--- config.mk ---
export PLATFORM = sky130hd
export DESIGN_NAME = tbl_walker
export DESIGN_NICKNAME = d
export VERILOG_FILES = /design/src/rtl/walker_pkg.sv /design/src/rtl/walker_ctrl.sv /design/src/rtl/walker_dpath.sv /design/src/rtl/tbl_walker.sv
export SDC_FILE = /design/constraint.sdc
export NUM_CORES = 1
export LEC_CHECK = 0
export ABC_AREA = 0
export CAP_MARGIN = 5
export CORE_ASPECT_RATIO = 1.25
export CORE_UTILIZATION = 49
export CTS_BUF_LIST = sky130_fd_sc_hd__clkbuf_16
export DETAILED_ROUTE_END_ITERATION = 16
export PLACE_DENSITY_LB_ADDON = 0.25
export SETUP_SLACK_MARGIN = 0.2
export SYNTH_ARGS = -nofsm -noshare
export SYNTH_HDL_FRONTEND = slang
export SYNTH_SLANG_ARGS = --single-unit
--- constraint.sdc ---
create_clock -name clk -period 4.35 [get_ports clk]
set_input_delay 0.87 -clock clk [delete_from_list [all_inputs] [get_ports clk]]
set_output_delay 0.87 -clock clk [all_outputs]
set_load 0.05 [all_outputs]
--- src/rtl/walker_pkg.sv ---
package walker_pkg;
  localparam int ADDR_W = 32;
  localparam int KIND_W = 2;
  localparam int DOM_W  = 4;
  localparam int AP_W   = 8;
  localparam int CB_W   = 2;

  localparam logic [KIND_W-1:0] L1_FAULT  = 2'b00;
  localparam logic [KIND_W-1:0] L1_COARSE = 2'b01;
  localparam logic [KIND_W-1:0] L1_SECT   = 2'b10;
  localparam logic [KIND_W-1:0] L1_FINE   = 2'b11;

  typedef enum logic [1:0] {
    PG_SECTION = 2'd0,
    PG_LARGE   = 2'd1,
    PG_SMALL   = 2'd2,
    PG_TINY    = 2'd3
  } pgType_e;

  typedef enum logic [2:0] {
    ST_IDLE, ST_RD1, ST_WT1, ST_RD2, ST_WT2
  } walkSt_e;

  typedef struct packed {
    logic loadReq;
    logic loadL1;
    logic finSect;
    logic finPage;
    logic fault;
    logic selL2;
  } walkCtl_t;
endpackage

--- src/rtl/walker_ctrl.sv ---
module walker_ctrl
  import walker_pkg::*;
#(
  parameter bit FINE_EN = 1'b1
) (
  input  logic              clk,
  input  logic              rst,
  input  logic              reqValid,
  output logic              reqReady,
  output logic              memReqValid,
  input  logic              memRdValid,
  input  logic [KIND_W-1:0] rdKind,
  output walkCtl_t          ctl
);
  walkSt_e stQ, stNxt;

  always_ff @(posedge clk) begin
    if (rst) stQ <= ST_IDLE;
    else     stQ <= stNxt;
  end

  always_comb begin
    stNxt = stQ;
    ctl   = '0;
    unique case (stQ)
      ST_IDLE: begin
        if (reqValid) begin
          ctl.loadReq = 1'b1;
          stNxt       = ST_RD1;
        end
      end
      ST_RD1: stNxt = ST_WT1;
      ST_WT1: begin
        if (memRdValid) begin
          stNxt = ST_IDLE;
          unique case (rdKind)
            L1_FAULT:  ctl.fault   = 1'b1;
            L1_SECT:   ctl.finSect = 1'b1;
            L1_COARSE: begin
              ctl.loadL1 = 1'b1;
              stNxt      = ST_RD2;
            end
            default: begin
              if (FINE_EN) begin
                ctl.loadL1 = 1'b1;
                stNxt      = ST_RD2;
              end else begin
                ctl.fault = 1'b1;
              end
            end
          endcase
        end
      end
      ST_RD2: begin
        ctl.selL2 = 1'b1;
        stNxt     = ST_WT2;
      end
      ST_WT2: begin
        if (memRdValid) begin
          stNxt = ST_IDLE;
          if (rdKind == 2'b00) ctl.fault   = 1'b1;
          else                 ctl.finPage = 1'b1;
        end
      end
      default: stNxt = ST_IDLE;
    endcase
  end

  assign reqReady    = (stQ == ST_IDLE);
  assign memReqValid = (stQ == ST_RD1) || (stQ == ST_RD2);
endmodule

--- src/rtl/walker_dpath.sv ---
module walker_dpath
  import walker_pkg::*;
#(
  parameter bit FINE_EN = 1'b1
) (
  input  logic              clk,
  input  logic              rst,
  input  walkCtl_t          ctl,
  input  logic [ADDR_W-1:0] reqVa,
  input  logic [ADDR_W-1:0] reqBase,
  input  logic [ADDR_W-1:0] memRdData,
  output logic [ADDR_W-1:0] memAddr,
  output logic              doneValid,
  output logic              doneFault,
  output logic [ADDR_W-1:0] donePa,
  output logic [1:0]        doneType,
  output logic [CB_W-1:0]   doneCb,
  output logic [DOM_W-1:0]  doneDomain,
  output logic [AP_W-1:0]   doneAp
);
  logic [ADDR_W-1:0] vaQ, baseQ, desc1Q;
  logic [ADDR_W-1:0] l1Addr, l2Addr, coarseAddr;

  always_ff @(posedge clk) begin
    if (rst) begin
      vaQ    <= '0;
      baseQ  <= '0;
      desc1Q <= '0;
    end else begin
      if (ctl.loadReq) begin
        vaQ   <= reqVa;
        baseQ <= reqBase;
      end
      if (ctl.loadL1) desc1Q <= memRdData;
    end
  end

  assign l1Addr     = {baseQ[31:14], vaQ[31:20], 2'b00};
  assign coarseAddr = {desc1Q[31:10], vaQ[19:12], 2'b00};

  generate
    if (FINE_EN) begin : g_fine
      logic [ADDR_W-1:0] fineAddr;
      assign fineAddr = {desc1Q[31:12], vaQ[19:10], 2'b00};
      assign l2Addr   = desc1Q[1] ? fineAddr : coarseAddr;
    end else begin : g_coarse
      assign l2Addr = coarseAddr;
    end
  endgenerate

  assign memAddr = ctl.selL2 ? l2Addr : l1Addr;

  always_ff @(posedge clk) begin
    if (rst) begin
      doneValid  <= 1'b0;
      doneFault  <= 1'b0;
      donePa     <= '0;
      doneType   <= '0;
      doneCb     <= '0;
      doneDomain <= '0;
      doneAp     <= '0;
    end else begin
      doneValid <= ctl.fault | ctl.finSect | ctl.finPage;
      if (ctl.fault) begin
        doneFault  <= 1'b1;
        donePa     <= '0;
        doneType   <= '0;
        doneCb     <= '0;
        doneDomain <= '0;
        doneAp     <= '0;
      end else if (ctl.finSect) begin
        doneFault  <= 1'b0;
        donePa     <= {memRdData[31:20], vaQ[19:0]};
        doneType   <= PG_SECTION;
        doneCb     <= memRdData[3:2];
        doneDomain <= memRdData[8:5];
        doneAp     <= {6'b0, memRdData[11:10]};
      end else if (ctl.finPage) begin
        doneFault  <= 1'b0;
        doneCb     <= memRdData[3:2];
        doneDomain <= desc1Q[8:5];
        doneType   <= memRdData[1:0];
        unique case (memRdData[1:0])
          2'b01: begin
            donePa <= {memRdData[31:16], vaQ[15:0]};
            doneAp <= memRdData[11:4];
          end
          2'b10: begin
            donePa <= {memRdData[31:12], vaQ[11:0]};
            doneAp <= memRdData[11:4];
          end
          default: begin
            donePa <= {memRdData[31:10], vaQ[9:0]};
            doneAp <= {6'b0, memRdData[5:4]};
          end
        endcase
      end
    end
  end
endmodule

--- src/rtl/tbl_walker.sv ---
module tbl_walker
  import walker_pkg::*;
#(
  parameter bit FINE_EN = 1'b1
) (
  input  logic        clk,
  input  logic        rst,
  input  logic        reqValid,
  output logic        reqReady,
  input  logic [31:0] reqVa,
  input  logic [31:0] reqBase,
  output logic        memReqValid,
  output logic [31:0] memAddr,
  input  logic        memRdValid,
  input  logic [31:0] memRdData,
  output logic        doneValid,
  output logic        doneFault,
  output logic [31:0] donePa,
  output logic [1:0]  doneType,
  output logic [1:0]  doneCb,
  output logic [3:0]  doneDomain,
  output logic [7:0]  doneAp
);
  walkCtl_t ctl;

  walker_ctrl #(.FINE_EN(FINE_EN)) u_ctrl (
    .clk(clk), .rst(rst), .reqValid(reqValid), .reqReady(reqReady),
    .memReqValid(memReqValid), .memRdValid(memRdValid),
    .rdKind(memRdData[KIND_W-1:0]), .ctl(ctl)
  );

  walker_dpath #(.FINE_EN(FINE_EN)) u_dpath (
    .clk(clk), .rst(rst), .ctl(ctl), .reqVa(reqVa), .reqBase(reqBase),
    .memRdData(memRdData), .memAddr(memAddr), .doneValid(doneValid),
    .doneFault(doneFault), .donePa(donePa), .doneType(doneType),
    .doneCb(doneCb), .doneDomain(doneDomain), .doneAp(doneAp)
  );
endmodule

==> results.yml, run 1 <==
outcome:
  run_status: "complete, no violations"
route:
  post_drt_wl_per_cell_um: 16.3
  route.detailed.drc: 0
  first_iter_violations: 264
  vias: 5241
  ant_nets: 0
  drtPass1Iterations: 8
  wl_um: 15600
  routed_via_density: 5.47
setup_path:
  start_kind: "flip-flop"
  required_ns: 3.48
  path_cells: "nor2b_1 -> nand2_1 -> buf_4 -> mux2_2 -> clkdlybuf4s50_1"
  slowest_stage: "clkdlybuf4s50_1"
  slowest_delay_ns: 0.73
  worstSetupPathDepth: 5
  path_class: "reg -> out"
  critPathArrivalTime_ns: 2.77
  path_max_fanout: 41
  r2r_cells: 4
  cp-end-kind: "output pin"
  critical_path_buf_inv_count: 2
  critical-path-top-delay-family: "buffers and inverters"
yosys:
  synth.avg_cell_area_um2: 7.95
  muxShareOfSynthArea_pct: 6.28
  synth_xor_area_share_pct: 0.163
  yosys.area_share.simple_pct: 22.1
  seq_area_frac_synth_pct: 48.6
  syn_inst: 674
  ys_warn_count: 0
  synth_top_family_by_area: "simple AND/OR/NAND/NOR gates"
  synth_area_um2: 5360
  synth_edf_count: 0
  ys_async_sr_fraction_pct: 0
  ys_seq_elements: 130
  ys_types: 38
  synth-adder-area-share_pct: 0.700
  ys.flop_type: "dfxtp_1"
  synth_compound_area_share_pct: 16.6
die:
  num_rows: 42
  die_h_um: 119
  dieArea_um2: 11400
  ioPinCount: 184
  fp.dieW_um: 95.5
  initial_core_util_pct: 50.5
  coreArea_um2: 10600
sta:
  rsz0062_at_grt: "false"
  period_minus_slack_ns: 3.64
  worst_slew_pin_slew_ns: 0.958
  hold_viol: 0
  setup_viol: 0
  timing.hold.ws_ns: 0.450
  max-slew-margin-rel_pct: 36.2
  max_freq_ghz: 0.275
  slew_violations: 0
  finClkSkew_ns: 0.00468
  setup_tns_ns: 0
  fin_crit_sh_pct: 83.6
  setup_slack_ns: 0.714
min_path:
  min_path_cells: 2
  hp-class: "reg -> reg"
finish:
  diodes: 0
  drive_gt1_share_pct: 8.10
  fillers: 840
  final_common_cell: "nand2_1"
  layout_common_cells: "nand2_1 (251), clkdlybuf4s50_1 (166), dfxtp_1 (130), a21oi_1 (117), o21ai_0 (35)"
  final_cells: 959
  syn_to_final_growth_pct: 42.5
  fin_nets: 917
  fin_util_pct: 71.9
  register_area_um2: 2600
  multi_input_area_um2: 2480
placed_design:
  dp_slack_ns: 1.07
  dp_hpwl_um: 10300
  port-buffer-count: 167
  gp_congestion: 0.808
  dp_cells: 927
clocking:
  clk_pin_slew_ns: 0.06
  htreeDepth: 4
  post_cts.repair.setup_buffers: 0
  cts.path.max_buffers: 2
  insertion_delay_ns: 0.41
  cts_resized: 0
  numCtsBuffers: 17
  hold_buffers: 0
  cts_sinks: 130
  cts_tree: "yes"
  cts_root_buffer: "clkbuf_16"
grt:
  grt.overflow.total: 0
  grt_pass1_wl_um: 24300
  antenna_found_initial: 0
  track_usage_pct: 27.9
  grt_pass1_vias: 5159
  grt_max_degree: 52
power_and_ir_drop:
  power_density_nw_per_um2: 439
  leakage_nw: 2.72
  vdd_drop_max_mv: 0.271
job:
  maxCapViolations: 0
## sequential cells by signal, indices dropped and copies added (netlist names)
signal	flops
u_ctrl.stQ	3
u_dpath.baseQ	18
u_dpath.desc1Q	27
u_dpath.doneAp	8
u_dpath.doneCb	2
u_dpath.doneDomain	4
u_dpath.doneFault	1
u_dpath.donePa	32
u_dpath.doneType	2
u_dpath.doneValid	1
u_dpath.vaQ	32
## cell usage after synthesis, types with 7 or more instances
| master | count | area [µm²] |
|---|---|---|
| nand2_1 | 251 | 942 |
| dfxtp_1 | 130 | 2600 |
| a21oi_1 | 117 | 586 |
| o21ai_0 | 35 | 175 |
| clkbuf_1 | 21 | 78.8 |
| mux2_2 | 21 | 236 |
| buf_2 | 14 | 70.1 |
| a31oi_1 | 10 | 62.6 |
| buf_4 | 10 | 75.1 |
| mux2i_1 | 10 | 100 |
| nor2b_1 | 8 | 50.1 |
| nand3_1 | 7 | 35.0 |
## worst reg2reg max path, stage by stage (launching register included)
cell and delay, ns:
dfxtp_1 0.60, nand2b_1 0.25, or3_2 0.78, nand2_1 0.22, a21oi_1 0.22
## logic make-up after synthesis
family,Yosys count
simple gates,287
flops,130
other cells,1
fa+ha+maj,3
compound gates,168
mux,31
xor+xnor,1
buf+inv,53
## power by group
part           total (mW)  leakage, nW  switching [mW]  internal [mW]
logic               0.433         1.34           0.260          0.173
registers            1.27         1.06          0.0333           1.24
clock network        1.65        0.323           0.521           1.13
## routing by layer
metal	GRT usage, %	part of all wire [%]	up-vias
met2	48.1	51	231
met3	6.70	7.0	41
met5	0	0	-
met4	14.4	3.4	0
met1	31.3	38	2464
li1	-	-	2505
## metrics by stage
| stage | power (mW) | cell area (µm²) |
|---|---|---|
| floorplan | 1.55 | 5360 |
| global placement | 1.71 | 6950 |
| detailed placement | 1.72 | 6950 |
| CTS | 3.36 | 7640 |
| global route | 3.45 | 7640 |
| finish | 3.35 | 7640 |
## final timing paths
kind,start,endpoint,slack [ns]
max,u_ctrl.stQ[2]$_SDFFE_PP0P_,memAddr[26],0.71
min reg2reg,u_dpath.vaQ[1]$_SDFFE_PP0P_,u_dpath.donePa[1]$_SDFFE_PP0P_,0.45
min,u_dpath.vaQ[1]$_SDFFE_PP0P_,u_dpath.donePa[1]$_SDFFE_PP0P_,0.45
max reg2reg,u_ctrl.stQ[1]$_SDFFE_PP0P_,u_dpath.vaQ[13]$_SDFFE_PP0P_,2.20
## final cells by class
class,count,share of cell area [%]
flip-flops and latches,130,34.1
multi-input cells,492,32.4
repair buffers,171,22.2
clock buffers,17,5.57
clock inverters,15,3.44
well taps,132,2.16
inverters,2,0.0983
Note: power is estimated with default switching activity, not from simulation.
==> run 2, diff against run 1 <==
--- a/config.mk
+++ b/config.mk
@@ -8,7 +8,7 @@
 export ABC_AREA = 0
 export CAP_MARGIN = 5
 export CORE_ASPECT_RATIO = 1.25
-export CORE_UTILIZATION = 49
+export CORE_UTILIZATION = 41
 export CTS_BUF_LIST = sky130_fd_sc_hd__clkbuf_16
 export DETAILED_ROUTE_END_ITERATION = 16
 export PLACE_DENSITY_LB_ADDON = 0.25
==> constraint.sdc (replaced) <==
create_clock -name clk -period 3.2 [get_ports clk]
set_input_delay 0.64 -clock clk [delete_from_list [all_inputs] [get_ports clk]]
set_output_delay 0.64 -clock clk [all_outputs]
set_load 0.05 [all_outputs]
==> run 2 against run 1 <==
Compared with the run above:
- hold slack barely moved
- core utilization is 12 points lower
- count of clock-buffer cells in the layout unchanged
- sequential share of layout area up 0.18 points
==> results.yml, run 2 (synthesis gave the netlist of run 1 again) <==
setup_path:
  critPathArrivalTime_ns: 2.25
  start_kind: "flip-flop"
  path_class: "reg -> out"
  path_cells: "nor2b_2 -> nand2_1 -> buf_4 -> mux2_2 -> buf_4"
  slowest_delay_ns: 0.60
  required_ns: 2.56
  path_max_fanout: 41
  cp-end-kind: "output pin"
  cp_common_cell: "buf_4"
  slowest_stage: "dfxtp_1"
die:
  ioPinCount: 184
  dieArea_um2: 13500
  die_h_um: 130
  initial_core_util_pct: 42.1
  fp.dieW_um: 104
  num_rows: 46
  coreArea_um2: 12700
sta:
  setup_viol: 0
  hold_viol: 0
  max_freq_ghz: 0.346
  period_minus_slack_ns: 2.89
  max-slew-margin-rel_pct: 32.2
  finClkSkew_ns: 0.00835
  rsz0062_at_grt: "false"
  fin_crit_sh_pct: 90.4
  slew_violations: 0
  worst_slew_pin_slew_ns: 1.02
  setup_tns_ns: 0
clocking:
  cts_root_buffer: "clkbuf_16"
  cts_sinks: 130
  post_cts.repair.setup_buffers: 0
  cts.path.max_buffers: 2
  hold_buffers: 0
  cts_tree: "yes"
  insertion_delay_ns: 0.41
  htreeDepth: 4
  clk_pin_slew_ns: 0.06
  numCtsBuffers: 17
  cts_resized: 0
min_path:
  hp-class: "reg -> reg"
finish:
  final_common_cell: "nand2_1"
  design_area_um2: 7600
  drive_gt1_share_pct: 11.6
  fin_util_pct: 59.7
  fin_nets: 920
  layout_common_cells: "nand2_1 (251), clkdlybuf4s50_1 (136), dfxtp_1 (130), a21oi_1 (117), buf_4 (27)"
  syn_to_final_growth_pct: 41.7
  reg_top3: "u_dpath.donePa x32, u_dpath.vaQ x32, u_dpath.desc1Q x27"
  diodes: 0
route:
  drtPass1Iterations: 4
  first_iter_violations: 305
  route.detailed.drc: 0
  ant_nets: 0
  post_drt_wl_per_cell_um: 15.7
  wl_um: 15600
  vias: 5090
  routed_via_density: 5.11
power_and_ir_drop:
  vdd_drop_max_mv: 0.248
  power_density_nw_per_um2: 536
  leakage_nw: 2.75
outcome:
  run_status: "complete, no violations"
placed_design:
  postPlaceCellArea_um2: 7070
  dp_hpwl_um: 10700
  gp_congestion: 0.841
  port-buffer-count: 167
grt:
  grt.overflow.total: 0
  track_usage_pct: 23.3
  grt_pass1_vias: 4954
  grt_max_degree: 52
  antenna_found_initial: 0
  grt_pass1_wl_um: 24700
job:
  maxCapViolations: 0
## run 2: routing by layer
layer / wire length [µm] / share of wire [%] / GRT usage, %
met4: 208 / 1.3 / 8.49
met5: 0 / 0 / 0
met3: 892 / 5.7 / 5.84
met2: 7890 / 50 / 40.8
met1: 6630 / 42 / 27.7
## run 2: per-stage QoR
stage	setup WS [ns]	std cells	hold slack (ns)	power [mW]
2_1_floorplan	0.467	675	0.431	2.11
3_3_place_gp	0.427	966	0.438	2.36
3_5_place_dp	0.383	966	0.446	2.37
4_1_cts	0.306	997	0.451	4.09
5_1_grt	0.201	997	0.470	4.23
6_report	0.309	997	0.450	4.07
## run 2: area by class of cell
type,count,area (µm²)
clock buffers,17,425
flip-flops and latches,130,2600
fillers,1139,5120
repair buffers,174,1770
multi-input cells,492,2480
clock inverters,14,103
inverters,2,7.51
well taps,168,210
## run 2: worst paths after layout
kind	startpoint	end	slack, ns	depth (start not counted)
setup reg to reg	u_ctrl.stQ[1]$_SDFFE_PP0P_	u_dpath.vaQ[15]$_SDFFE_PP0P_	1.10	4
hold reg to reg	u_dpath.vaQ[6]$_SDFFE_PP0P_	u_dpath.donePa[6]$_SDFFE_PP0P_	0.45	2
setup / recovery	u_ctrl.stQ[2]$_SDFFE_PP0P_	memAddr[26]	0.31	5
hold / removal	u_dpath.vaQ[6]$_SDFFE_PP0P_	u_dpath.donePa[6]$_SDFFE_PP0P_	0.45	2
## run 2: critical path: cells and delay by family, from the launching register on
kind | cells | cell delay [ns]
and+or+nand+nor | 2 | 0.20
buffers and inverters | 2 | 0.62
muxes | 1 | 0.41
DFF | 1 | 0.60
## run 2: report_power, final
group          total, mW  internal (mW)  switching [mW]
combinational      0.610          0.251           0.359
sequential          1.73           1.68          0.0445
clock               1.73           1.04           0.692
==> run 3, diff against run 2 <==
--- a/config.mk
+++ b/config.mk
@@ -8,8 +8,8 @@
 export ABC_AREA = 0
 export CAP_MARGIN = 5
 export CORE_ASPECT_RATIO = 1.25
-export CORE_UTILIZATION = 41
-export CTS_BUF_LIST = sky130_fd_sc_hd__clkbuf_16
+export CORE_UTILIZATION = 42
+export CTS_BUF_LIST = sky130_fd_sc_hd__clkbuf_8
 export DETAILED_ROUTE_END_ITERATION = 16
 export PLACE_DENSITY_LB_ADDON = 0.25
 export SETUP_SLACK_MARGIN = 0.2
==> run 3 against run 2 <==
Compared with the run above:
- combinational power hardly changed
- wire length shrank 3.5%
- critical endpoint is now memAddr[16]
- register-to-register slack better by 0.03 ns
- flip-flop and latch count stayed put
- highest routed layer unchanged
- via count unchanged
- largest power group unchanged
- cell count down 0.20%
- clock power decreased by 12%
==> results.yml, run 3 (synthesis gave the netlist of run 1 again) <==
outcome:
  run_status: "complete, no violations"
setup_path:
  start_kind: "flip-flop"
  critPathArrivalTime_ns: 2.13
  crit_path_start: "u_ctrl.stQ[2]$_SDFFE_PP0P_"
  cp-end-kind: "output pin"
  path_class: "reg -> out"
  slowest_stage: "dfxtp_1"
  required_ns: 2.56
  path_cells: "nor2b_2 -> nand2_1 -> buf_6 -> mux2_2 -> buf_4"
  path_max_fanout: 41
  regToRegStartpoint: "u_ctrl.stQ[1]$_SDFFE_PP0P_"
  slowest_delay_ns: 0.59
finish:
  fillers: 1121
  final_common_cell: "nand2_1"
  reg_top3: "u_dpath.donePa x32, u_dpath.vaQ x32, u_dpath.desc1Q x27"
  final_cells: 995
  drive_gt1_share_pct: 12.4
  layout_common_cells: "nand2_1 (251), clkdlybuf4s50_1 (136), dfxtp_1 (130), a21oi_1 (117), buf_4 (26)"
  diodes: 0
  register_area_um2: 2600
  multi_input_area_um2: 2480
  fin_nets: 921
  fin_util_pct: 61.3
  syn_to_final_growth_pct: 40.5
job:
  maxCapViolations: 0
min_path:
  hp-class: "reg -> reg"
  hp-start: "u_dpath.vaQ[3]$_SDFFE_PP0P_"
die:
  dieArea_um2: 13200
  coreArea_um2: 12300
  die_h_um: 128
  num_rows: 45
  initial_core_util_pct: 43.7
  ioPinCount: 184
  fp.dieW_um: 103
clocking:
  cts_root_buffer: "clkbuf_8"
  cts_tree: "yes"
  cts_resized: 0
  htreeDepth: 4
  hold_buffers: 0
  clk_pin_slew_ns: 0.08
  numCtsBuffers: 17
  cts_sinks: 130
  cts.path.max_buffers: 2
  post_cts.repair.setup_buffers: 0
  insertion_delay_ns: 0.44
route:
  ant_nets: 0
  drtPass1Iterations: 5
  first_iter_violations: 257
  routed_via_density: 5.12
  route.detailed.drc: 0
  wl_um: 15100
  post_drt_wl_per_cell_um: 15.1
  vias: 5090
placed_design:
  port-buffer-count: 167
  dp_hpwl_um: 10500
  gp_congestion: 0.792
  dp_slack_ns: 0.382
  dp_cells: 963
sta:
  setup_slack_ns: 0.434
  finClkSkew_ns: 0.00809
  max-slew-margin-rel_pct: 34.9
  hold_viol: 0
  max_freq_ghz: 0.361
  setup_tns_ns: 0
  worst_slew_pin_slew_ns: 0.977
  slew_violations: 0
  setup_viol: 0
  rsz0062_at_grt: "false"
  fin_crit_sh_pct: 86.4
  period_minus_slack_ns: 2.77
power_and_ir_drop:
  vdd_drop_max_mv: 0.278
  power_density_nw_per_um2: 513
  leakage_nw: 2.72
grt:
  grt_pass1_wl_um: 23700
  grt_pass1_vias: 4936
  grt.overflow.total: 0
  grt_max_degree: 52
  track_usage_pct: 23.3
  antenna_found_initial: 0
-- run 3: cell count changes in the layout (fill, tap and decap cells not counted), moves of 3 or more --
cell and delta:
inv_1 -3, clkinv_4 +4, clkbuf_8 +17, clkbuf_16 -17, bufinv_16 +3
-- run 3: power by group --
part	internal [mW]	switching, mW
Clock	0.858	0.671
Sequential	1.68	0.0434
Combinational	0.256	0.357
Total	2.79	1.07
-- run 3: worst paths after layout --
check / end / slack [ns] / depth (start not counted)
max: memAddr[16] / 0.43 / 5
min: u_dpath.donePa[3]$_SDFFE_PP0P_ / 0.45 / 2
max reg2reg: u_dpath.vaQ[21]$_SDFFE_PP0P_ / 1.13 / 4
min reg2reg: u_dpath.donePa[3]$_SDFFE_PP0P_ / 0.45 / 2
-- run 3: through the flow --
| step | instance area [µm²] | hold slack, ns | power (mW) |
|---|---|---|---|
| CTS | 7530 | 0.451 | 3.90 |
| global placement | 7080 | 0.437 | 2.36 |
| detailed placement | 7080 | 0.444 | 2.37 |
| global route | 7530 | 0.462 | 4.02 |
| floorplan | 5370 | 0.431 | 2.11 |
| finish | 7530 | 0.450 | 3.86 |
-- run 3: final cells by class --
class	instances	area share, %
sequential	130	34.6
multi-input combinational	492	32.9
timing repair buffer	175	23.8
clock buffer	17	3.11
clock inverter	15	2.78
tap	164	2.73
inverter	2	0.0997
-- run 3: worst max-delay path, delay by kind of cell (launching register included) --
kind                   cells  cell delay (ns)
multiplexers               1             0.39
buffers and inverters      2             0.51
AND/OR/NAND/NOR            2             0.18
flip-flops                 1             0.59
-- run 3: metal layers --
metal	up-vias	wire length, µm	global-route usage, %
met1	2371	6260	27.9
li1	2514	-	-
met3	22	946	5.78
met4	0	321	9.36
met2	183	7540	39.5
met5	-	0	0
